$ cat src/rtl/opchk_pkg.sv
package opchk_pkg;

    localparam int WORD_W = 16;
    localparam int OP_W   = 5;
    localparam int SIG_W  = 5;
    localparam int CC_W   = 5;
    localparam int NUM_OPS = 1 << OP_W;

    localparam logic [SIG_W-1:0] SIG_VALUE = 5'b01010;

    typedef enum logic {
        ST_RUN  = 1'b0,
        ST_HALT = 1'b1
    } chk_state_e;

    typedef struct packed {
        logic par_bad;
        logic sig_bad;
        logic op_bad;
    } fault_t;

endpackage

$ cat src/rtl/opchk_ctrl.sv
module opchk_ctrl
    import opchk_pkg::*;
(
    input  logic            clk,
    input  logic            rst_n,
    input  logic            word_vld,
    input  logic            trap_en,
    input  logic            par_en,
    input  fault_t          fault,
    input  logic [OP_W-1:0] op_field,
    input  logic [CC_W-1:0] cc_field,
    output logic            res_vld,
    output logic            word_ok,
    output logic [OP_W-1:0] op_code,
    output logic [CC_W-1:0] cond_code,
    output logic            trap_irq,
    output logic            par_irq,
    output logic            halt
);
    chk_state_e state_q, state_d;
    logic       accept;
    logic       any_fault;

    assign accept    = word_vld && (state_q == ST_RUN);
    assign any_fault = fault.par_bad | fault.sig_bad | fault.op_bad;

    // Next-state logic
    always_comb begin
        state_d = state_q;
        unique case (state_q)
            ST_RUN: begin
                if (accept && any_fault) begin
                    state_d = ST_HALT;
                end
            end
            ST_HALT: begin
                state_d = ST_HALT;
            end
        endcase
    end

    // State register
    always_ff @(posedge clk) begin
        if (!rst_n) begin
            state_q <= ST_RUN;
        end else begin
            state_q <= state_d;
        end
    end

    // Output registers
    always_ff @(posedge clk) begin
        if (!rst_n) begin
            res_vld   <= 1'b0;
            word_ok   <= 1'b0;
            op_code   <= '0;
            cond_code <= '0;
            trap_irq  <= 1'b0;
            par_irq   <= 1'b0;
        end else begin
            res_vld  <= accept;
            word_ok  <= accept && !any_fault;
            trap_irq <= accept && trap_en && (fault.sig_bad | fault.op_bad);
            par_irq  <= accept && par_en && fault.par_bad;
            if (accept) begin
                op_code   <= op_field;
                cond_code <= cc_field;
            end
        end
    end

    assign halt = (state_q == ST_HALT);


    halt_sticky_chk: assert property (@(posedge clk) disable iff (!rst_n)
        halt |=> halt);


    fail_halts_chk: assert property (@(posedge clk) disable iff (!rst_n)
        (res_vld && !word_ok) |-> halt);


    res_after_strobe_chk: assert property (@(posedge clk) disable iff (!rst_n)
        res_vld |-> $past(word_vld));


    halted_silent_chk: assert property (@(posedge clk) disable iff (!rst_n)
        (halt && $past(halt)) |-> (!res_vld && !trap_irq && !par_irq));


    trap_on_fail_chk: assert property (@(posedge clk) disable iff (!rst_n)
        trap_irq |-> (res_vld && !word_ok && $past(trap_en)));


    par_on_fail_chk: assert property (@(posedge clk) disable iff (!rst_n)
        par_irq |-> (res_vld && halt && $past(par_en)));


    pass_keeps_run_chk: assert property (@(posedge clk) disable iff (!rst_n)
        word_ok |-> (res_vld && !halt));
endmodule

$ cat config.mk
export PLATFORM = sky130hd
export DESIGN_NAME = opchk_ctrl
export DESIGN_NICKNAME = d
export VERILOG_FILES = /design/src/rtl/opchk_pkg.sv /design/src/rtl/opchk_ctrl.sv
export SDC_FILE = /design/constraint.sdc
export NUM_CORES = 1
export LEC_CHECK = 0
export ABC_CLOCK_PERIOD_IN_PS = 2000
export BUFFER_PORTS_ARGS = -buffer_cell sky130_fd_sc_hd__buf_2
export CAP_MARGIN = 20
export CORE_MARGIN = 4
export CORE_UTILIZATION = 44
export CTS_CLUSTER_DIAMETER = 40
export DETAILED_ROUTE_END_ITERATION = 16
export PLACE_DENSITY = 0.88
export SETUP_SLACK_MARGIN = 0.15
export SYNTH_ARGS = -nofsm -noshare
export SYNTH_HDL_FRONTEND = slang
export SYNTH_SLANG_ARGS = --single-unit
$ cat constraint.sdc
create_clock -name clk -period 2 [get_ports clk]
set_input_delay 0.4 -clock clk [delete_from_list [all_inputs] [get_ports clk]]
set_output_delay 0.4 -clock clk [all_outputs]
set_load 0.01 [all_outputs]
======== Word level (Yosys, flattened, before mapping) ========
Index checks and enable logic that the tools add are counted.
operators by class
  bitwise operators ....................... 4
  reduce and logical (&&, ||, !) cells .... 8
  mux-type cells .......................... 2
operators by type and width
  operator           count
  $logic_and 1x1->1  7
  $or 1x1->1         3
  $pmux 1 s2         1
  $logic_not 1->1    1
  $mux 1             1
  $not 1->1          1
word-level totals
  bits in registers ....................... 15
  word-level logic and storage cells ...... 21
  output and inout bits ................... 15
  input port bits ......................... 18

======== Logic depth before layout (Yosys ltp) ========
Gate-level depths: netlist of the first run.
  depth in word-level cells ............... 5
  depth in mapped cells ................... 4
  mapped depth without buffers ............ 2

======== Least setup slack after synthesis of the first run ========
No wires, ideal clock.
  path type ............................... input-to-reg
  from .................................... in word_vld
  to ...................................... reg res_vld
  slack ................................... 918 ps
  arrival time ............................ 966 ps
  stages on the path ...................... 4
  library setup time ...................... 116 ps
  buffers on the path ..................... 2
  cell sequence ........................... nor2b_2 buf_6 buf_12 and2_2
between the ends
  word-level cells in the longest chain between the ends .. 1
ends and longest elaborated chain
  what                  RTL line          source
  start, declared       opchk_ctrl.sv:6   input logic word_vld,
  $logic_and 1x1->1     opchk_ctrl.sv:24  assign accept = word_vld && (state_q == ST_RUN);
  end signal, assigned  opchk_ctrl.sv:61  res_vld <= accept;
  end, declared         opchk_ctrl.sv:12  output logic res_vld,
No other way between the ends.
A chain may end at the register's enable or synchronous reset.

======== Final worst setup path of the first run ========
  from .................................... reg state_q (netlist: halt)
  to ...................................... reg par_irq
between the ends
  word-level cells in the longest chain between the ends .. 4
ends and longest elaborated chain
  what                             RTL line          source
  start, declared                  opchk_ctrl.sv:20  chk_state_e state_q, state_d;
  start signal, assigned           opchk_ctrl.sv:47  state_q <= state_d;
  $not 1->1                        -
  $logic_and 1x1->1                opchk_ctrl.sv:24
  $logic_and 1x1->1 (2 in series)  opchk_ctrl.sv:64  par_irq <= accept && par_en && fault.par_bad;
  end signal, assigned             opchk_ctrl.sv:64
  end, declared                    opchk_ctrl.sv:17  output logic par_irq,
No other way between the ends.

==> results of run 1 <==
how the worst max path moves through the flow:
stage / start / end / slack, ns / cells after the start
2_1_floorplan: word_vld / res_vld / 0.92 / 4
3_3_place_gp: word_vld / par_irq / 0.65 / 4
3_5_place_dp: word_vld / op_code[1] / 0.61 / 4
4_1_cts: halt / op_code[1] / 0.77 / 3
5_1_grt: halt / par_irq / 0.72 / 3
6_report: halt / par_irq / 0.78 / 3
worst max-delay path, cell delays in order (launching register included):
cell and delay [ns]:
dfxtp_1 0.34, nor2b_2 0.35, buf_4 0.25, and4_2 0.22
cell usage after synthesis:
cell	instances	area [um2]
nor2_1	1	3.75
nor3_1	1	5.00
buf_6	1	11.3
nor2b_2	1	8.76
and3_2	1	7.51
nor4_1	1	6.26
buf_12	1	20.0
buf_2	3	15.0
dfxtp_1	15	300
and4_2	1	10.0
mux2i_1	10	100
nand2_1	20	75.1
and2_2	1	7.51
o21ai_0	1	5.00
o2111a_1	1	11.3
layout make-up:
| class | instances | area (um2) | share of cell area [%] |
|---|---|---|---|
| clock buffers | 4 | 26.3 | 3.49 |
| multi-input cells | 39 | 240 | 31.9 |
| flip-flops and latches | 15 | 300 | 39.9 |
| well taps | 14 | 17.5 | 2.33 |
| repair buffers | 33 | 168 | 22.3 |
per-stage QoR:
step                      util, %  hold slack, ns  worst slack, ns
final                        63.4           0.362            0.785
after global placement       61.2           0.441            0.645
after floorplan                 -           0.479            0.918
after detailed placement     61.2           0.447            0.608
after global routing         63.4           0.366            0.717
after CTS                    63.4           0.362            0.770
logic make-up (layout without fill, tap and decap cells):
family | Yosys count | in the layout | share of synthesized area [%]
compound gates | 2 | 2 | 2.77
buf+inv | 5 | 37 | 7.89
flops | 15 | 15 | 51.2
mux | 10 | 10 | 17.1
simple gates | 27 | 27 | 21.1
routing by layer:
| layer | up-vias | wire (um) | share of wire (%) |
|---|---|---|---|
| met4 | 0 | 0 | 0 |
| li1 | 259 | - | - |
| met1 | 196 | 508 | 46 |
| met5 | - | 0 | 0 |
| met2 | 18 | 501 | 45 |
| met3 | 0 | 103 | 9.2 |
registers in the layout (all words and copies together) (netlist names):
name       cells
cond_code      5
halt           1
op_code        5
par_irq        1
res_vld        1
trap_irq       1
word_ok        1
power by group through the flow:
stage	Combinational, W	Clock (W)	Sequential [W]
floorplan	0.0000468	0	0.000340
global placement	0.0000838	0	0.000331
detailed placement	0.0000857	0	0.000331
CTS	0.0000858	0.000171	0.000324
global route	0.0000938	0.000188	0.000327
finish	0.0000844	0.000168	0.000324
==> summary.md, run 1 <==
| Metric | Value |
|---|---|
| Antenna violations before repair | `0` |
| Vias in the first global route | `~440` |
| Number of buffers created by CTS | `3` |
| GR Util All Layers | `11.8%` |
| Syn Nets | `just under 80` |
| Vias per inst | `approximately 4.5` |
| Outcome | `finished, final reports clean` |
| Setup crit end kind | `flip-flop` |
| Fin. max-slew vios | `0` |
| Worst Path Max Fanout | `8` |
| Most frequent cells in the layout | `32 x buf_2, 20 x nand2_1, 15 x dfxtp_1` |
| Worst hold endpoint | `op_code[0]` |
| FP Rows | `12` |
| First-pass GRT wire length | `about 1800 um` |
| Max-cap viol count | `0` |
| Crit path DAT | `1.44 ns` |
| Clock Pin Slew Worst Setup and Hold Paths | `about 0.090 ns` |
| Combinational Power Share | `between 10 and 15%` |
| Routed wire length | `1110 um` |
| FF-to-FF End | `par_irq` |
| Final instance area | `~750 um2` |
| Post-placement cell area | `approximately 730 um2` |
| Ant diodes | `0` |
| Final setup violation count | `0` |
| Most used routing layer | `met2` |
| CTS tree | `built` |
| Internal power | `roughly 0.00043 W` |
| Hold_buf cts | `0` |
| CTS Sinks | `15` |
| PwrDens | `766 nW/um2` |
| Worst reg-to-reg setup slack | `a little under 0.8 ns` |
| Final Cycle Share | `60.8%` |
| Hold WC Path Type | `in2reg` |
| Seq/Total Area, Yosys | `51.2%` |
| Avg Inst Size Synth | `~10 um2` |
| Vias | `approximately 470` |
| First-pass DRT Iterations | `1` |
| FF+latch count, synth | `15` |
| Leak pwr | `just under 0.4 nW` |
| Sum Neg Setup Slack | `0 ns` |
| Die ar. | `just under 2000 um2` |
| Setup Buffers After CTS | `0` |
| Critical path required time | `roughly 2.2 ns` |
| Clock share of power | `roughly 29%` |
| Peak supply drop | `between 0.5 and 0.6 mV` |
| Tmin final | `1.22 ns` |
| GR Layer Usage met1 | `between 10% and 20%` |
| Core area | `1190 um2` |
| Clock buffer depth | `2` |
| Worst hold start | `op_field[0]` |
| Share of power burned in registers | `between 50% and 60%` |
| WS Path Type | `reg2reg` |
| Worst Reg2Reg Path Length in Cells | `3` |
| Synth warnings | `0` |
| Largest net degree at the start of global routing | `26` |
| Psw | `0.000141 W` |
| Worst r2r src | `halt` |
| Clk_lat worst skew | `~0.27 ns` |
| Synth-to-Final Area Change | `28.1%` |
| RSZ-0062 raised after global routing | `no` |
| Starting Density | `between 40 and 50%` |
| Filler cell count | `~100` |
| PortBufs | `32` |
| Non-filler cells, final | `approximately 110` |
| Commonest non-fill, non-tap cell in the layout | `buf_2` |
| GP Congestion | `0.648` |
| Final ANT Viol Nets | `0` |
| Wirelength per Cell | `~11 um` |
| Placed Cells | `between 100 and 150` |
| IO Pins | `33` |
| FMAX | `~820 MHz` |
| DRC Markers | `0` |
| Distinct cells, synth | `15` |
| Die height | `roughly 45 um` |
| Post_cts resized | `0` |
| Crit start category | `flip-flop` |
| Final hold violation count | `0` |
| Grt total ovfl | `0` |
| Die width | `around 45 um` |
| Sw Ratio | `approximately 25%` |
| Max-slew headroom | `approximately three quarters` |
| Least-Margin Pin Slew | `0.391 ns` |
| Hold Path Depth | `3` |
| Met2 usage | `approximately a fifth` |
| Mapped Cells | `59` |
| Layout cells sized above 1 | `between 40 and 50%` |
| Layout net count | `110` |
| Setup clock skew after layout | `slightly below 0.008 ns` |
| H-tree depth | `1` |
| Met3 GRT Util | `4.88%` |
| Clock Tree Root | `clkbuf_4` |
| Total power draw | `0.000576 W` |
| Initial drt markers | `0` |
| Mapped Area | `587 um2` |
Power figures use the tool's default switching activity.
==> run 2, diff against run 1 <==
Settings changed: ABC_CLOCK_PERIOD_IN_PS 2000 to 1000, CORE_UTILIZATION 44 to 37, PLACE_DENSITY 0.88 to 0.8.
Clock period 2 ns to 1 ns, I/O delays scaled along.
==> summary.md, run 2 (synthesis results as in run 1) <==
| Metric | Value |
|---|---|
| Critical-path cell list | `buf_6 (was nor2b_2, buf_4, and4_2)` |
| Fin. max-slew vios | `0 (unchanged)` |
| Vias per inst | `4.67 (was 4.50)` |
| Hold Path Depth | `3 (unchanged)` |
| Setup clock skew after layout | `0.00395 ns (was 0.00776 ns)` |
| Die width | `47.8 um (was 44.5 um)` |
| Initial drt markers | `0 (unchanged)` |
| Largest net degree at the start of global routing | `15 (was 26)` |
| Routed wire length | `1340 um (was 1110 um)` |
| Setup WS pre-CTS | `0.0615 ns (was 0.608 ns)` |
| Grt total ovfl | `0 (unchanged)` |
| Least-Margin Pin Slew | `0.248 ns (was 0.391 ns)` |
| Ant diodes | `0 (unchanged)` |
| Non-filler cells, final | `114 (was 105)` |
| WS Path Type | `reg2out (was reg2reg)` |
| Die ar. | `2290 um2 (was 1980 um2)` |
| PortBufs | `32 (unchanged)` |
| H-tree depth | `1 (unchanged)` |
| Antenna violations before repair | `0 (unchanged)` |
| Vias in the first global route | `527 (was 437)` |
| FMAX | `slightly above 1000 MHz` |
| Final hold violation count | `0 (unchanged)` |
| Most frequent cells in the layout | `20 x nand2_1, 20 x buf_2, 14 x buf_6 (was 32 x buf_2, 20 x nand2_1, 15 x dfxtp_1)` |
| GR Util All Layers | `13.6% (was 11.8%)` |
| Final setup violation count | `0 (unchanged)` |
| CP top delay family | `flip-flops (was simple AND/OR/NAND/NOR gates)` |
| GP Congestion | `0.660 (was 0.648)` |
| IO Pins | `33 (unchanged)` |
| Number of buffers created by CTS | `3 (unchanged)` |
| Dpl hpwl | `approximately 1000 um` |
| Post-placement cell area | `768 um2 (was 726 um2)` |
| Wirelength per Cell | `11.8 um (was 10.6 um)` |
| Starting Density | `39.0% (was 49.5%)` |
| Bufs and invs on worst path | `1 (unchanged)` |
| Layout net count | `117 (was 110)` |
| Crit start category | `flip-flop (unchanged)` |
| Worst Reg2Reg Path Length in Cells | `3 (unchanged)` |
| Outcome | `finished, final reports clean (unchanged)` |
| Largest registers | `cond_code x5, op_code x5 (unchanged)` |
| Synth-to-Final Area Change | `58.6% (was 28.1%)` |
| Peak supply drop | `0.813 mV (was 0.522 mV)` |
| FP Rows | `14 (was 12)` |
| Worst Path Max Fanout | `4 (was 8)` |
| First-pass GRT wire length | `2110 um (was 1750 um)` |
| Setup crit end kind | `output port (was flip-flop)` |
| CTS tree | `built (unchanged)` |
| Vias | `532 (was 473)` |
| DRC Markers | `0 (unchanged)` |
| WP depth | `1 (was 3)` |
| Max-cap viol count | `0 (unchanged)` |
| Max-slew headroom | `83.3% (was 73.8%)` |
| Clk_lat worst skew | `0.27 ns (about the same)` |
| Hold slack | `0.154 ns (was 0.362 ns)` |
| Max incr delay on CP | `0.37 ns (was 0.35 ns)` |
| Clock Tree Root | `clkbuf_4 (unchanged)` |
| First-pass DRT Iterations | `1 (unchanged)` |
| Crit path DAT | `0.76 ns (was 1.44 ns)` |
| Slowest stage cell on the critical path | `dfxtp_4 (was nor2b_2)` |
| Critical path required time | `0.80 ns (was 2.23 ns)` |
| PwrDens | `1340 nW/um2 (was 766 nW/um2)` |
| RSZ-0062 raised after global routing | `yes (was no)` |
| Core area | `1510 um2 (was 1190 um2)` |
| Clock Pin Slew Worst Setup and Hold Paths | `0.09 ns (about the same)` |
| Layout cells sized above 1 | `60.2% (was 44.0%)` |
| CTS Sinks | `15 (unchanged)` |
| Die height | `47.8 um (was 44.5 um)` |
| Final instance area | `931 um2 (was 752 um2)` |
| Final Cycle Share | `96.4%` |
| Leak pwr | `0.456 nW (was 0.392 nW)` |
| Tmin final | `between 0.9 and 1 ns` |
| Setup ws final | `0.0357 ns (was 0.785 ns)` |
| Final ANT Viol Nets | `0 (unchanged)` |
| Hold WC Path Type | `in2reg (unchanged)` |
| Placed Cells | `106 (was 101)` |
| Clock buffer depth | `2 (unchanged)` |
-- run 2: cell count changes in the layout (fill, tap and decap cells not counted), sizes merged --
cell  before  now
buf       33   40
-- run 2: final timing paths --
kind	from	end	slack, ns
min reg2reg	op_code[2]	op_code[2]	0.46
max	halt	halt	0.04
max reg2reg	halt	cond_code[4]	0.06
min	op_field[4]	op_code[4]	0.15
-- run 2: final cells by class --
class | count | area, um2
multi-input combinational | 39 | 251
tap | 16 | 20.0
fill | 133 | 576
timing repair buffer | 40 | 315
clock buffer | 4 | 26.3
sequential | 15 | 318
-- run 2: worst register-to-register path: stages, from the launching register on --
cell and delay, ns:
dfxtp_4 0.37, nor2b_4 0.14, buf_6 0.16, mux2i_1 0.19
-- run 2: report_power, final --
part	switching [W]	internal (W)
Sequential	0.0000245	0.000637
Clock	0.000179	0.000154
Combinational	0.0000977	0.000150
Total	0.000302	0.000942
-- run 2: layer usage --
layer	GRT usage, %	part of all wire (%)	up-vias
li1	-	-	270
met1	13.1	35	241
met2	25.1	56	19
met3	3.76	8.0	2
met4	8.06	1.4	0
met5	0	0	-
-- run 2: what timing repair did --
item	4_1_cts	5_1_grt
cloned	0	0
setup buffers	0	4
gates resized for setup	23	5
pin swaps	0	3
setup endpoints to repair	29	30
hold buffers	0	0
-- run 2: metrics by stage --
stage | power [W] | utilization [%] | setup TNS [ns]
2_1_floorplan | 0.000775 | - | 0
3_3_place_gp | 0.000849 | 51.0 | 0
3_5_place_dp | 0.000853 | 51.0 | 0
4_1_cts | 0.00123 | 58.6 | 0
5_1_grt | 0.00132 | 61.8 | -0.0132
6_report | 0.00124 | 61.8 | 0
==> run 3, diff against run 2 <==
Settings changed: GPL_TIMING_DRIVEN set to 0, REMOVE_ABC_BUFFERS set to 1.
==> summary.md, run 3 (synthesis results as in run 1) <==
| Metric | Value |
|---|---|
| Worst hold endpoint | `cond_code[3] (was op_code[4])` |
| Critical path required time | `0.80 ns (about the same)` |
| Routed wire length | `1360 um (was 1340 um)` |
| Clock buffer depth | `2 (unchanged)` |
| Largest registers | `cond_code x5, op_code x5 (unchanged)` |
| Outcome | `finished, final reports clean (unchanged)` |
| Vias in the first global route | `463 (was 527)` |
| Grt total ovfl | `0 (unchanged)` |
| Antenna violations before repair | `0 (unchanged)` |
| Final ANT Viol Nets | `0 (unchanged)` |
| Hold WC Path Type | `in2reg (unchanged)` |
| Number of buffers created by CTS | `3 (unchanged)` |
| Most frequent cells in the layout | `20 x nand2_1, 19 x buf_2, 15 x buf_6 (was 20 x nand2_1, 20 x buf_2, 14 x buf_6)` |
| Filler cell count | `133 (unchanged)` |
| Max-cap viol count | `0 (unchanged)` |
| Dpl hpwl | `813 um (was 972 um)` |
| CTS tree | `built (unchanged)` |
| Tmin final | `0.957 ns (was 0.964 ns)` |
| Worst Reg2Reg Path Length in Cells | `3 (unchanged)` |
| Clock Pin Slew Worst Setup and Hold Paths | `0.09 ns (about the same)` |
| Placed Cells | `102 (was 106)` |
| Setup crit end kind | `output port (unchanged)` |
| Final hold violation count | `0 (unchanged)` |
| PortBufs | `32 (unchanged)` |
| GP Congestion | `0.560 (was 0.660)` |
| IO Pins | `33 (unchanged)` |
| RSZ-0062 raised after global routing | `yes (unchanged)` |
| Fin. max-slew vios | `0 (unchanged)` |
| Die width | `47.8 um (unchanged)` |
| First-pass DRT Iterations | `2 (was 1)` |
| Vias | `514 (was 532)` |
| Wirelength per Cell | `12.5 um (was 11.8 um)` |
| Crit start category | `flip-flop (unchanged)` |
| First-pass GRT wire length | `1820 um (was 2110 um)` |
| Hold Path Depth | `3 (unchanged)` |
| Commonest non-fill, non-tap cell in the layout | `nand2_1` |
| DRC Markers | `0 (unchanged)` |
| Max-slew headroom | `73.4% (was 83.3%)` |
| Slowest stage cell on the critical path | `dfxtp_4 (unchanged)` |
| Layout net count | `112 (was 117)` |
| Max incr delay on CP | `0.37 ns (about the same)` |
| Die ar. | `2290 um2 (unchanged)` |
| Clock Tree Root | `clkbuf_4 (unchanged)` |
| Worst reg-to-reg setup slack | `0.08 ns (was 0.06 ns)` |
| Least-Margin Pin Slew | `0.399 ns (was 0.248 ns)` |
| Hold slack | `0.158 ns (was 0.154 ns)` |
| Setup clock skew after layout | `0.00131 ns (was 0.00395 ns)` |
| Final setup violation count | `0 (unchanged)` |
| H-tree depth | `1 (unchanged)` |
| Largest net degree at the start of global routing | `26 (was 15)` |
| Peak supply drop | `0.781 mV (was 0.813 mV)` |
| Worst hold start | `cc_field[3] (was op_field[4])` |
| Initial drt markers | `2 (was 0)` |
| CTS Sinks | `15 (unchanged)` |
| GR Util All Layers | `11.3% (was 13.6%)` |
| Ant diodes | `0 (unchanged)` |
| Crit path DAT | `0.76 ns (about the same)` |
| FP Rows | `14 (unchanged)` |
| Non-filler cells, final | `109 (was 114)` |
| Final Cycle Share | `95.7% (was 96.4%)` |
| Critical-path cell list | `buf_6 (unchanged)` |
| Vias per inst | `4.72 (was 4.67)` |
| FF-to-FF End | `halt (was cond_code[4])` |
| PwrDens | `1370 nW/um2 (was 1340 nW/um2)` |
| Die height | `47.8 um (unchanged)` |
| Layout cells sized above 1 | `60.2% (about the same)` |
| Synth-to-Final Area Change | `51.8% (was 58.6%)` |
| Hold_buf cts | `0 (unchanged)` |
| Bufs and invs on worst path | `1 (unchanged)` |
| Starting Density | `39.0% (unchanged)` |
| FMAX | `1050 MHz (was 1040 MHz)` |
| Worst Path Max Fanout | `3 (was 4)` |
| Core area | `1510 um2 (unchanged)` |
| WS Path Type | `reg2out (unchanged)` |
| Clk_lat worst skew | `0.27 ns (about the same)` |
| Worst r2r src | `halt (unchanged)` |
| Leak pwr | `0.429 nW (was 0.456 nW)` |
| CP top delay family | `flip-flops (unchanged)` |
run 3: how the worst max path moves through the flow:
| stage | start | to | depth (start not counted) |
|---|---|---|---|
| 6_report | halt | halt | 1 |
| 3_3_place_gp | halt | par_irq | 2 |
| 3_5_place_dp | halt | par_irq | 2 |
| 5_1_grt | halt | halt | 1 |
| 4_1_cts | halt | halt | 1 |
| 2_1_floorplan | halt | par_irq | 2 |
run 3: per-stage QoR:
step / worst slack [ns] / TNS, ns / util, % / total power (W) / cell area (um2)
finish: 0.0431 / 0 / 59.1 / 0.00122 / 891
global route: 0.0144 / 0 / 59.1 / 0.00130 / 891
CTS: 0.0342 / 0 / 57.4 / 0.00123 / 865
detailed placement: -0.324 / -4.01 / 47.8 / 0.000830 / 721
global placement: -0.318 / -3.74 / 47.8 / 0.000825 / 721
floorplan: -0.186 / -2.00 / - / 0.000740 / 541
run 3: routing by layer:
| metal | global-route usage, % | up-vias | routed length, um |
|---|---|---|---|
| met1 | 12.1 | 227 | 544 |
| met3 | 3.76 | 2 | 162 |
| met2 | 20.1 | 22 | 653 |
| met5 | 0 | - | 0 |
| li1 | - | 263 | - |
| met4 | 4.84 | 0 | 4 |
run 3: layout make-up:
class	count	area (um2)	area share (%)
repair buffers	35	272	30.5
multi-input cells	39	254	28.5
clock buffers	4	26.3	2.95
flip-flops and latches	15	319	35.8
well taps	16	20.0	2.25
run 3: power breakdown:
| group | internal, W | switching [W] | leakage [nW] | total (W) |
|---|---|---|---|---|
| combinational | 0.000134 | 0.0000968 | 0.285 | 0.000231 |
| clock | 0.000154 | 0.000179 | 0.0150 | 0.000334 |
| sequential | 0.000637 | 0.0000232 | 0.129 | 0.000661 |
run 3: what timing repair did:
action / 4_1_cts / 5_1_grt
pin swaps: 0 / 1
gates resized for setup: 25 / 8
setup endpoints to repair: 29 / 30
buffers inserted: 3 / 0
